**src/rtl/rfs_pkg.sv**
```systemverilog
package rfs_pkg;

    typedef enum logic [3:0] {
        ST_IDLE,
        ST_HOST,
        ST_PRECH,
        ST_TRP_WAIT,
        ST_REF,
        ST_TRC_WAIT,
        ST_SR_ENTER,
        ST_SR_HOLD,
        ST_SR_EXIT
    } rfs_state_e;

endpackage

```
**src/rtl/rfs_interval_timer.sv**
```systemverilog
// Periodic tick generator: one tick every 'period' cycles while enabled.
module rfs_interval_timer #(
    parameter int IW = 16
) (
    input  logic          clk,
    input  logic          rst_n,
    input  logic          en,
    input  logic [IW-1:0] period,
    output logic          tick
);
    logic [IW-1:0] cnt;
    logic [IW-1:0] last;

    // A period of zero behaves as one.
    always_comb last = (period == '0) ? '0 : period - IW'(1);

    assign tick = en && (cnt >= last);

    always_ff @(posedge clk) begin
        if (!rst_n) begin
            cnt <= '0;
        end else if (!en || tick) begin
            cnt <= '0;
        end else begin
            cnt <= cnt + IW'(1);
        end
    end
endmodule

```
**src/rtl/rfs_owed_ledger.sv**
```systemverilog
// Saturating count of refresh commands still owed.
module rfs_owed_ledger #(
    parameter int OW = 16
) (
    input  logic          clk,
    input  logic          rst_n,
    input  logic          clr,
    input  logic          load,
    input  logic [OW-1:0] load_val,
    input  logic          add,
    input  logic [OW-1:0] add_val,
    input  logic          dec,
    output logic [OW-1:0] owed
);
    logic [OW:0] sum;

    always_comb begin
        sum = {1'b0, owed} + (add ? {1'b0, add_val} : '0);
        if (dec && (sum != '0)) begin
            sum = sum - 1'b1;
        end
    end

    always_ff @(posedge clk) begin
        if (!rst_n || clr) begin
            owed <= '0;
        end else if (load) begin
            owed <= load_val;
        end else if (sum[OW]) begin
            owed <= '1;
        end else begin
            owed <= sum[OW-1:0];
        end
    end
endmodule

```
**src/rtl/rfs_wait_timer.sv**
```systemverilog
// Down-counter for recovery gaps; done while the count is zero.
module rfs_wait_timer #(
    parameter int TW = 8
) (
    input  logic          clk,
    input  logic          rst_n,
    input  logic          load,
    input  logic [TW-1:0] load_val,
    output logic          done
);
    logic [TW-1:0] cnt;

    assign done = (cnt == '0);

    always_ff @(posedge clk) begin
        if (!rst_n) begin
            cnt <= '0;
        end else if (load) begin
            cnt <= load_val;
        end else if (!done) begin
            cnt <= cnt - TW'(1);
        end
    end
endmodule

```
**src/rtl/sdram_refresh_seq.sv**
```systemverilog
module sdram_refresh_seq
    import rfs_pkg::*;
#(
    parameter int NUM_ROWS = 4096,
    parameter int TW       = 8,
    parameter int IW       = 16,
    parameter int GW       = 4,
    parameter int AW       = 13,
    parameter int AP_BIT   = 10
) (
    input  logic                        clk,
    input  logic                        rst_n,
    input  logic                        cfg_burst_mode,
    input  logic [TW-1:0]               cfg_trc,
    input  logic [TW-1:0]               cfg_trp,
    input  logic [IW-1:0]               cfg_interval,
    input  logic [GW-1:0]               cfg_group,
    input  logic [1:0]                  bank_open,
    input  logic                        host_req,
    output logic                        host_grant,
    output logic                        busy,
    input  logic                        selfref_req,
    output logic                        ras_n,
    output logic                        cas_n,
    output logic                        we_n,
    output logic                        cke,
    output logic                        ba,
    output logic [AW-1:0]               addr,
    output logic [$clog2(NUM_ROWS)-1:0] ref_cnt
);
    localparam int ROW_W = $clog2(NUM_ROWS);
    localparam int OW    = ROW_W + 4;

    rfs_state_e state, state_nxt;

    logic          sr_goal;
    logic          goal_set, goal_clr;
    logic          wt_load, wt_done;
    logic [TW-1:0] wt_val;
    logic          ow_clr, ow_load;
    logic [OW-1:0] ow_load_val, owed, charge_amt;
    logic          tick, tmr_en, ref_issue;
    logic [TW-1:0] eff_trc, eff_trp;
    logic [ROW_W-1:0] ref_nxt;
    logic          in_sr;

    // Gaps below two cycles are raised to two.
    always_comb eff_trc = (cfg_trc < TW'(2)) ? TW'(2) : cfg_trc;
    always_comb eff_trp = (cfg_trp < TW'(2)) ? TW'(2) : cfg_trp;

    // One interval owes a whole pass in burst mode, one group otherwise.
    always_comb charge_amt = cfg_burst_mode ? OW'(NUM_ROWS) : OW'(cfg_group);

    assign in_sr     = (state == ST_SR_ENTER) || (state == ST_SR_HOLD) || (state == ST_SR_EXIT);
    assign tmr_en    = !sr_goal && !in_sr;
    assign ref_issue = (state == ST_REF);

    rfs_interval_timer #(.IW(IW)) u_tmr (
        .clk    (clk),
        .rst_n  (rst_n),
        .en     (tmr_en),
        .period (cfg_interval),
        .tick   (tick)
    );

    rfs_owed_ledger #(.OW(OW)) u_ledger (
        .clk      (clk),
        .rst_n    (rst_n),
        .clr      (ow_clr),
        .load     (ow_load),
        .load_val (ow_load_val),
        .add      (tick),
        .add_val  (charge_amt),
        .dec      (ref_issue),
        .owed     (owed)
    );

    rfs_wait_timer #(.TW(TW)) u_wait (
        .clk      (clk),
        .rst_n    (rst_n),
        .load     (wt_load),
        .load_val (wt_val),
        .done     (wt_done)
    );

    // State register
    always_ff @(posedge clk) begin
        if (!rst_n) begin
            state <= ST_IDLE;
        end else begin
            state <= state_nxt;
        end
    end

    // Pending self-refresh entry
    always_ff @(posedge clk) begin
        if (!rst_n || goal_clr) begin
            sr_goal <= 1'b0;
        end else if (goal_set) begin
            sr_goal <= 1'b1;
        end
    end

    // Refresh index, wrapping at NUM_ROWS
    generate
        if (NUM_ROWS == (1 << ROW_W)) begin : g_wrap_pow2
            assign ref_nxt = ref_cnt + ROW_W'(1);
        end else begin : g_wrap_mod
            assign ref_nxt = (ref_cnt == ROW_W'(NUM_ROWS - 1)) ? '0 : ref_cnt + ROW_W'(1);
        end
    endgenerate

    always_ff @(posedge clk) begin
        if (!rst_n) begin
            ref_cnt <= '0;
        end else if (ref_issue) begin
            ref_cnt <= ref_nxt;
        end
    end

    // Next state and sequencing strobes
    always_comb begin
        state_nxt   = state;
        wt_load     = 1'b0;
        wt_val      = '0;
        ow_clr      = 1'b0;
        ow_load     = 1'b0;
        ow_load_val = '0;
        goal_set    = 1'b0;
        goal_clr    = 1'b0;
        unique case (state)
            ST_IDLE: begin
                if (selfref_req) begin
                    goal_set = 1'b1;
                    if (cfg_burst_mode) begin
                        ow_load     = 1'b1;
                        ow_load_val = OW'(NUM_ROWS);
                    end else begin
                        ow_clr = 1'b1;
                    end
                    if (bank_open != 2'b00) begin
                        state_nxt = ST_PRECH;
                    end else if (cfg_burst_mode) begin
                        state_nxt = ST_REF;
                    end else begin
                        state_nxt = ST_SR_ENTER;
                    end
                end else if (owed != '0) begin
                    state_nxt = (bank_open != 2'b00) ? ST_PRECH : ST_REF;
                end else if (host_req) begin
                    state_nxt = ST_HOST;
                end
            end
            ST_HOST: begin
                if (!host_req) begin
                    state_nxt = ST_IDLE;
                end
            end
            ST_PRECH: begin
                wt_load   = 1'b1;
                wt_val    = eff_trp - TW'(2);
                state_nxt = ST_TRP_WAIT;
            end
            ST_REF: begin
                wt_load   = 1'b1;
                wt_val    = eff_trc - TW'(2);
                state_nxt = ST_TRC_WAIT;
            end
            ST_TRP_WAIT, ST_TRC_WAIT: begin
                if (wt_done) begin
                    if (owed != '0) begin
                        state_nxt = ST_REF;
                    end else if (sr_goal) begin
                        state_nxt = ST_SR_ENTER;
                    end else begin
                        state_nxt = ST_IDLE;
                    end
                end
            end
            ST_SR_ENTER: begin
                goal_clr  = 1'b1;
                ow_clr    = 1'b1;
                state_nxt = ST_SR_HOLD;
            end
            ST_SR_HOLD: begin
                if (!selfref_req) begin
                    wt_load   = 1'b1;
                    wt_val    = eff_trc - TW'(1);
                    state_nxt = ST_SR_EXIT;
                end
            end
            ST_SR_EXIT: begin
                if (wt_done) begin
                    ow_load     = 1'b1;
                    ow_load_val = charge_amt;
                    state_nxt   = (charge_amt != '0) ? ST_REF : ST_IDLE;
                end
            end
            default: state_nxt = ST_IDLE;
        endcase
    end

    // Pin decode
    always_comb begin
        ras_n = 1'b1;
        cas_n = 1'b1;
        we_n  = 1'b1;
        cke   = 1'b1;
        ba    = 1'b0;
        addr  = '0;
        unique case (state)
            ST_PRECH: begin
                ras_n        = 1'b0;
                we_n         = 1'b0;
                addr[AP_BIT] = 1'b1;
            end
            ST_REF: begin
                ras_n = 1'b0;
                cas_n = 1'b0;
            end
            ST_SR_ENTER: begin
                ras_n = 1'b0;
                cas_n = 1'b0;
                cke   = 1'b0;
            end
            ST_SR_HOLD: begin
                cke = 1'b0;
            end
            default: ;
        endcase
    end

    assign host_grant = (state == ST_HOST);
    assign busy       = (state != ST_HOST) && (state != ST_IDLE);

endmodule

```
**config.mk**
```make
export PLATFORM = sky130hd
export DESIGN_NAME = sdram_refresh_seq
export DESIGN_NICKNAME = d
export VERILOG_FILES = /design/src/rtl/rfs_pkg.sv /design/src/rtl/rfs_interval_timer.sv /design/src/rtl/rfs_owed_ledger.sv /design/src/rtl/rfs_wait_timer.sv /design/src/rtl/sdram_refresh_seq.sv
export SDC_FILE = /design/constraint.sdc
export NUM_CORES = 1
export LEC_CHECK = 0
export BUFFER_PORTS_ARGS = -buffer_cell sky130_fd_sc_hd__buf_2
export CAP_MARGIN = 20
export CORE_ASPECT_RATIO = 1.25
export CORE_MARGIN = 2
export CORE_UTILIZATION = 55
export DETAILED_ROUTE_END_ITERATION = 8
export HOLD_SLACK_MARGIN = 0.08
export PLACE_DENSITY = 0.77
export SYNTH_ARGS = -nofsm -noshare
export SYNTH_HDL_FRONTEND = slang
export SYNTH_SLANG_ARGS = --single-unit
```
**constraint.sdc**
```tcl
create_clock -name clk -period 9 [get_ports clk]
set_clock_uncertainty 0.05 [all_clocks]
set_input_delay 1.35 -clock clk [delete_from_list [all_inputs] [get_ports clk]]
set_output_delay 1.35 -clock clk [all_outputs]
set_load 0.03 [all_outputs]
```
==> Yosys cells after proc, flatten, opt, wreduce, memory -nomap -nowiden <==
Index checks and enable logic that the tools add are counted.
{ "totals": {"output_inout_bits": 32, "input_bits": 43, "register_bits": 57} }
{ "classes": {"add_sub_neg": 9, "reduce_logical": 28, "muxes": 47, "n_lt_le_gt_ge": 3, "n_eq_ne": 15, "bitwise_logic": 1} }
{ "op_table": {"columns": ["cell", "n"], "rows": [
  ["$mux 13", 5],
  ["$mux 16", 3],
  ["$mux 8", 5],
  ["$pmux 4 s8", 1],
  ["$reduce_bool 16->1", 2],
  ["$mux 4", 7],
  ["$pmux 13 s2", 1],
  ["$pmux 8 s3", 1],
  ["$add 16x17->17", 1],
  ["$mux 17", 1],
  ["$reduce_bool 17->1", 1],
  ["$sub 17x1->17 const B", 1],
  ["$add 16x1->16 const B", 1],
  ["$eq 4x3->1 const B", 4],
  ["$ge 16x16->1", 1],
  ["$logic_not 16->1", 1],
  ["$lt 8x2->1 const B", 2],
  ["$sub 16x1->16 const B", 1],
  ["$sub 8x1->8 const B", 2],
  ["$sub 8x2->8 const B", 2],
  ["$mux 3", 5],
  ["$mux 1", 14],
  ["$add 12x1->12 const B", 1],
  ["$reduce_or 2->1", 5],
  ["19 further kinds", 35]
]} }

==> Longest topological paths before layout <==
{ "depth": {"word_depth": 13, "depth_mapped": 29} }

==> Modules after synthesis <==
A second synthesis with hierarchy kept.
{ "unflattened": {"hier_cells": 737, "area_unflattened_um2": 5705.5} }
{ "modules_own_cells": {"columns": ["module", "seq_area_each_um2", "cells_each", "instances", "area_per_inst_um2"], "rows": [
  ["rfs_owed_ledger", 320.3, 264, 1, 2098.3],
  ["sdram_refresh_seq", 340.3, 243, 1, 1755.4],
  ["rfs_interval_timer", 320.3, 174, 1, 1376.3],
  ["rfs_wait_timer", 160.2, 56, 1, 475.5]
]} }

==> Least setup slack after synthesis <==
No wires, ideal clock.
{ "synth_path": {"path_kind": "input to register", "start": "input cfg_interval[5]", "end": "register u_ledger.owed[13]", "arrival_ps": 6810, "path_stages": 26, "slack_ps": 2013, "cell_sequence": "nor4_1 nand2_1 nor3_1 and3b_1 a21oi_1 ha_1 nand2b_1 a21o_1 a21o_1 a21o_1 a21o_1 a211oi_1 o2111ai_1 clkbuf_1 nor2b_1 ha_1 buf_2 nand3_1 o22a_1 buf_2 mux2i_1 a211o_1 a2111oi_1 mux2i_1 nor2_1 or3_1"} }
{ "synth_via": {"elab_chain_len": 11, "word_cells_on_any_way": 13} }
{ "synth_lines": {"columns": ["element", "line_no", "rtl"], "rows": [
  ["from (decl)", "sdram_refresh_seq.sv:16", "input logic [IW-1:0] cfg_interval,"],
  ["$sub 16x1->16 / $logic_not 16->1 (equally long branches)", "rfs_interval_timer.sv:15", "always_comb last = (period == '0) ? '0 : period - IW'(1);"],
  ["$mux 16 (*)", "rfs_interval_timer.sv:15", null],
  ["$ge 16x16->1 (*)", "rfs_interval_timer.sv:17", "assign tick = en && (cnt >= last);"],
  ["$logic_and 1x1->1 (*)", "rfs_interval_timer.sv:17", null],
  ["$mux 13 (*)", "rfs_owed_ledger.sv:18", "sum = {1'b0, owed} + (add ? {1'b0, add_val} : '0);"],
  ["$add 16x17->17 (*)", "rfs_owed_ledger.sv:18", null],
  ["parallel branches: the longest is 2 deep, another holds $sub 17x1->17", null, null],
  ["$mux 17 (*)", "rfs_owed_ledger.sv:19", "if (dec && (sum != '0)) begin"],
  ["$mux 16 (*)", "rfs_owed_ledger.sv:29", "end else if (sum[OW]) begin"],
  ["$mux 16 (*)", "rfs_owed_ledger.sv:27", "end else if (load) begin"],
  ["to (signal assigned)", "rfs_owed_ledger.sv:28", "owed <= load_val;"],
  ["to (signal assigned)", "rfs_owed_ledger.sv:32", "owed <= sum[OW-1:0];"],
  ["to (decl)", "rfs_owed_ledger.sv:13", "output logic [OW-1:0] owed"]
]} }
Every way passes the cells marked *.
A chain may end at the register's enable or synchronous reset.

==> Worst setup path in the final report <==
Ends and elaborated chain as after synthesis.

==> flow_metrics.tcl <==
set metrics [dict create \
    outcome "completed" \
    max_cap_violations 0 \
    holdPathEnd "ref_cnt[1]" \
    slew_viol_final 0 \
    synth_mux_area_share_pct 2.114 \
    dieArea_sq_um 10380 \
    ys_seq_elements 57 \
    rrSetupSlack_ns 3.28 \
    post-dp-hpwl_um 10050 \
    fin_nets 795 \
    place_congestion 0.8993 \
    grt_pass1_wl_um 22580 \
    crit_type "input port to flip-flop" \
    synth_top_flop_cell "dfxtp_1" \
    hold_path_class "flip-flop to flip-flop" \
    drive_gt1_share_pct 13.77 \
    critical_path.startpoint_type "input port" \
    root_buffer "clkbuf_16" \
    insertion_delay_ns 0.32 \
    antenna_found_initial 0 \
    power.static_leakage_uw 0.002512 \
    first_global_vias 4938 \
    r2r_start "state[2]" \
    crit_arrival_ns 7.79 \
    grt_max_degree 27 \
    ctsResizeCount 0 \
    max-slew-margin-rel_pct 37.69 \
    rows 39 \
    drc 0 \
    fill_cells 818 \
    crit_path_end_kind "flip-flop" \
    wl_per_cell_um 15.58 \
    dr.pass1.iters 6 \
    routed_wl_um 13230 \
    synthSimpleGateAreaFrac_pct 27.76 \
    cts_tree "built" \
    core_area_sq_um 9223 \
    final.setup.tns_ns 0 \
    cts_buffers 9 \
    vdd_drop_max_mv 0.1812 \
    synth_xor_area_share_pct 12.30 \
    r2r_cells 17 \
    tightest_slew_ns 0.9346 \
    synth-edff-count 0 \
    drt-initial-drc-count 391 \
    ctsHoldBuffers 0 \
    die_w_um 91.54 \
    drtAntennaViolNets 0 \
    grt_use_total_pct 25.93 \
    synthArstFlopShare_pct 0 \
    hold_viol 0 \
    post-route-min-period_ns 7.636 \
    die_h_um 113.4 \
    cp.required_ns 9.16 \
    min_from "ref_cnt[1]" \
    seq_area_sq_um 1141 \
    clock_sinks 57 \
    synth_cell_types 81 \
    clockBufferDepth 2 \
    grt-ovfl-total 0 \
    period_share_pct 84.84 \
    multi_input_area_sq_um 3851 \
    post_cts_buffers 0 \
    synthesis.instances 682 \
    yosysSeqAreaShare_pct 21.66 \
    synth_compound_area_share_pct 22.37 \
    clkTransAtPathRegs_ns 0.05 \
    p_per_area_nw_per_um2 262.4 \
    worstReg2RegEnd "u_ledger.owed[13]" \
    syn_avg_cell_area_sq_um 7.726 \
    vias 5221 \
    synthesis.area_sq_um 5269 \
    initial_utilization_pct 57.13 \
    yosys_warnings 0 \
    setup_viol 0 \
    rsz0062_at_grt "no" \
    fmax_ghz 0.1310 \
    synth_top_family_by_area "simple AND/OR/NAND/NOR gates" \
    port_buffers 61 \
    viasPerCell 6.150 \
    whs_ns 0.4601 \
    synth-adder-area-share_pct 7.504 \
    antenna_cells 0 \
    htreeDepth 3 \
    path_max_fanout 22 \
    io_pins 75 \
    holdPathStages 2 \
    area_growth_pct 11.40 \
]
==> worst max-delay path by stage <==
stage,end,startpoint,depth (start not counted)
2_1_floorplan,u_ledger.owed[13],cfg_interval[5],26
3_3_place_gp,u_ledger.owed[13],cfg_interval[5],26
3_5_place_dp,u_ledger.owed[13],cfg_interval[5],26
4_1_cts,u_ledger.owed[13],cfg_interval[5],26
5_1_grt,u_ledger.owed[13],cfg_interval[5],26
6_report,u_ledger.owed[13],cfg_interval[5],26
==> registers in the layout (all words and copies together), names as in the netlist <==
name and cells:
u_ledger.owed 16, u_tmr.cnt 16, ref_cnt 12, u_wait.cnt 8, state 4, sr_goal 1
==> layer usage <==
metal | wire (um) | global-route usage (%)
met1 | 5786 | 32.31
met2 | 6345 | 44.95
met3 | 774 | 3.963
met4 | 321 | 10.10
met5 | 0 | 0
==> cell type report <==
class	instances	share of cell area, %
inverter	18	1.151
clock inverter	7	1.620
sequential	57	19.44
clock buffer	9	3.837
tap	123	2.622
multi-input combinational	570	65.61
timing repair buffer	65	5.713
==> cell usage in the layout (no fill, tap or decap), drive strengths merged, types with 4 or more instances in the layout <==
master and instances:
dfxtp 57, nand4 13, a2111oi 6, a221oi 5
o21ai 28, conb 13, nand3 26, mux2i 10
nor2 52, a21boi 6, buf 65, a211oi 20
a21oi 29, nand2b 9, o31a 4, a31oi 4
xor2 31, clkinv 4, or4 6, nand2 70
a211o 5, nand4b 4, or2 5, a21o 11
clkbuf 9, nor3 21, or3 14, xnor2 43
ha 30, o211a 4, nor3b 6, o22ai 7
and2 8, nor4 9, and3 14, nor2b 12
o211ai 6, inv 18
==> critical path, cell delays in order <==
cell	delay (ns)
buf_2	0.11
nor4_1	0.48
nand2_1	0.13
nor3_1	0.35
and3b_1	0.32
nand2_1	0.25
nand2b_1	0.16
ha_1	0.24
a21o_1	0.16
a21o_1	0.16
a21o_1	0.16
a21o_1	0.17
a211oi_1	0.24
o2111ai_1	0.15
buf_4	0.22
and4_1	0.22
ha_1	0.29
a21oi_1	0.24
o22a_1	0.43
mux2i_1	0.16
a211o_1	0.31
a2111oi_1	0.52
mux2i_1	0.25
buf_4	0.21
nor2_1	0.10
or3_1	0.39
==> Yosys cell counts, types with 5 or more instances <==
library cell	instances	share of area, %
a211oi_1	19	2.7
nor3b_1	5	0.71
mux2i_1	10	1.9
buf_4	15	2.1
xnor2_1	43	7.1
or4_1	6	0.85
nand3_1	26	2.5
nand2_1	70	5.0
nor3_1	21	2.0
a21boi_0	6	0.85
and3_1	14	1.7
nor2_1	52	3.7
o211ai_1	5	0.71
nor2b_1	12	1.4
and2_1	8	0.95
nand2b_1	9	1.1
inv_1	18	1.3
nand4_1	12	1.4
xor2_1	31	5.2
o22ai_1	6	0.71
ha_1	30	7.1
a221oi_1	5	0.83
clkbuf_1	25	1.8
nor4_1	8	0.95
a21oi_1	27	2.6
a211o_1	5	0.83
o21ai_0	25	2.4
a21o_1	11	1.6
dfxtp_1	57	22
or3_1	13	1.5
==> cell families (layout without fill, tap and decap cells) <==
| kind of cell | Yosys count | in the layout |
|---|---|---|
| fa+ha+maj | 31 | 31 |
| compound gates | 161 | 161 |
| simple gates | 280 | 280 |
| xor+xnor | 74 | 74 |
| flops | 57 | 57 |
| other cells | 1 | 13 |
| mux | 11 | 11 |
| buf+inv | 67 | 99 |
==> power by group <==
group,internal (uW),switching (uW)
combinational,317,494
clock,242,116
sequential,299,72.7
==> stage by stage <==
step                total power, uW  area [sq um]  setup WS, ns  instances  util (%)
floorplan                      1025          5314         2.013        694         -
global placement               1143          5549         1.432        833     60.17
detailed placement             1161          5549         1.119        833     60.17
CTS                            1527          5869         1.442        849     63.64
global route                   1642          5869        0.7036        849     63.64
finish                         1540          5869         1.364        849     63.64
(Power assumes the default switching activity.)
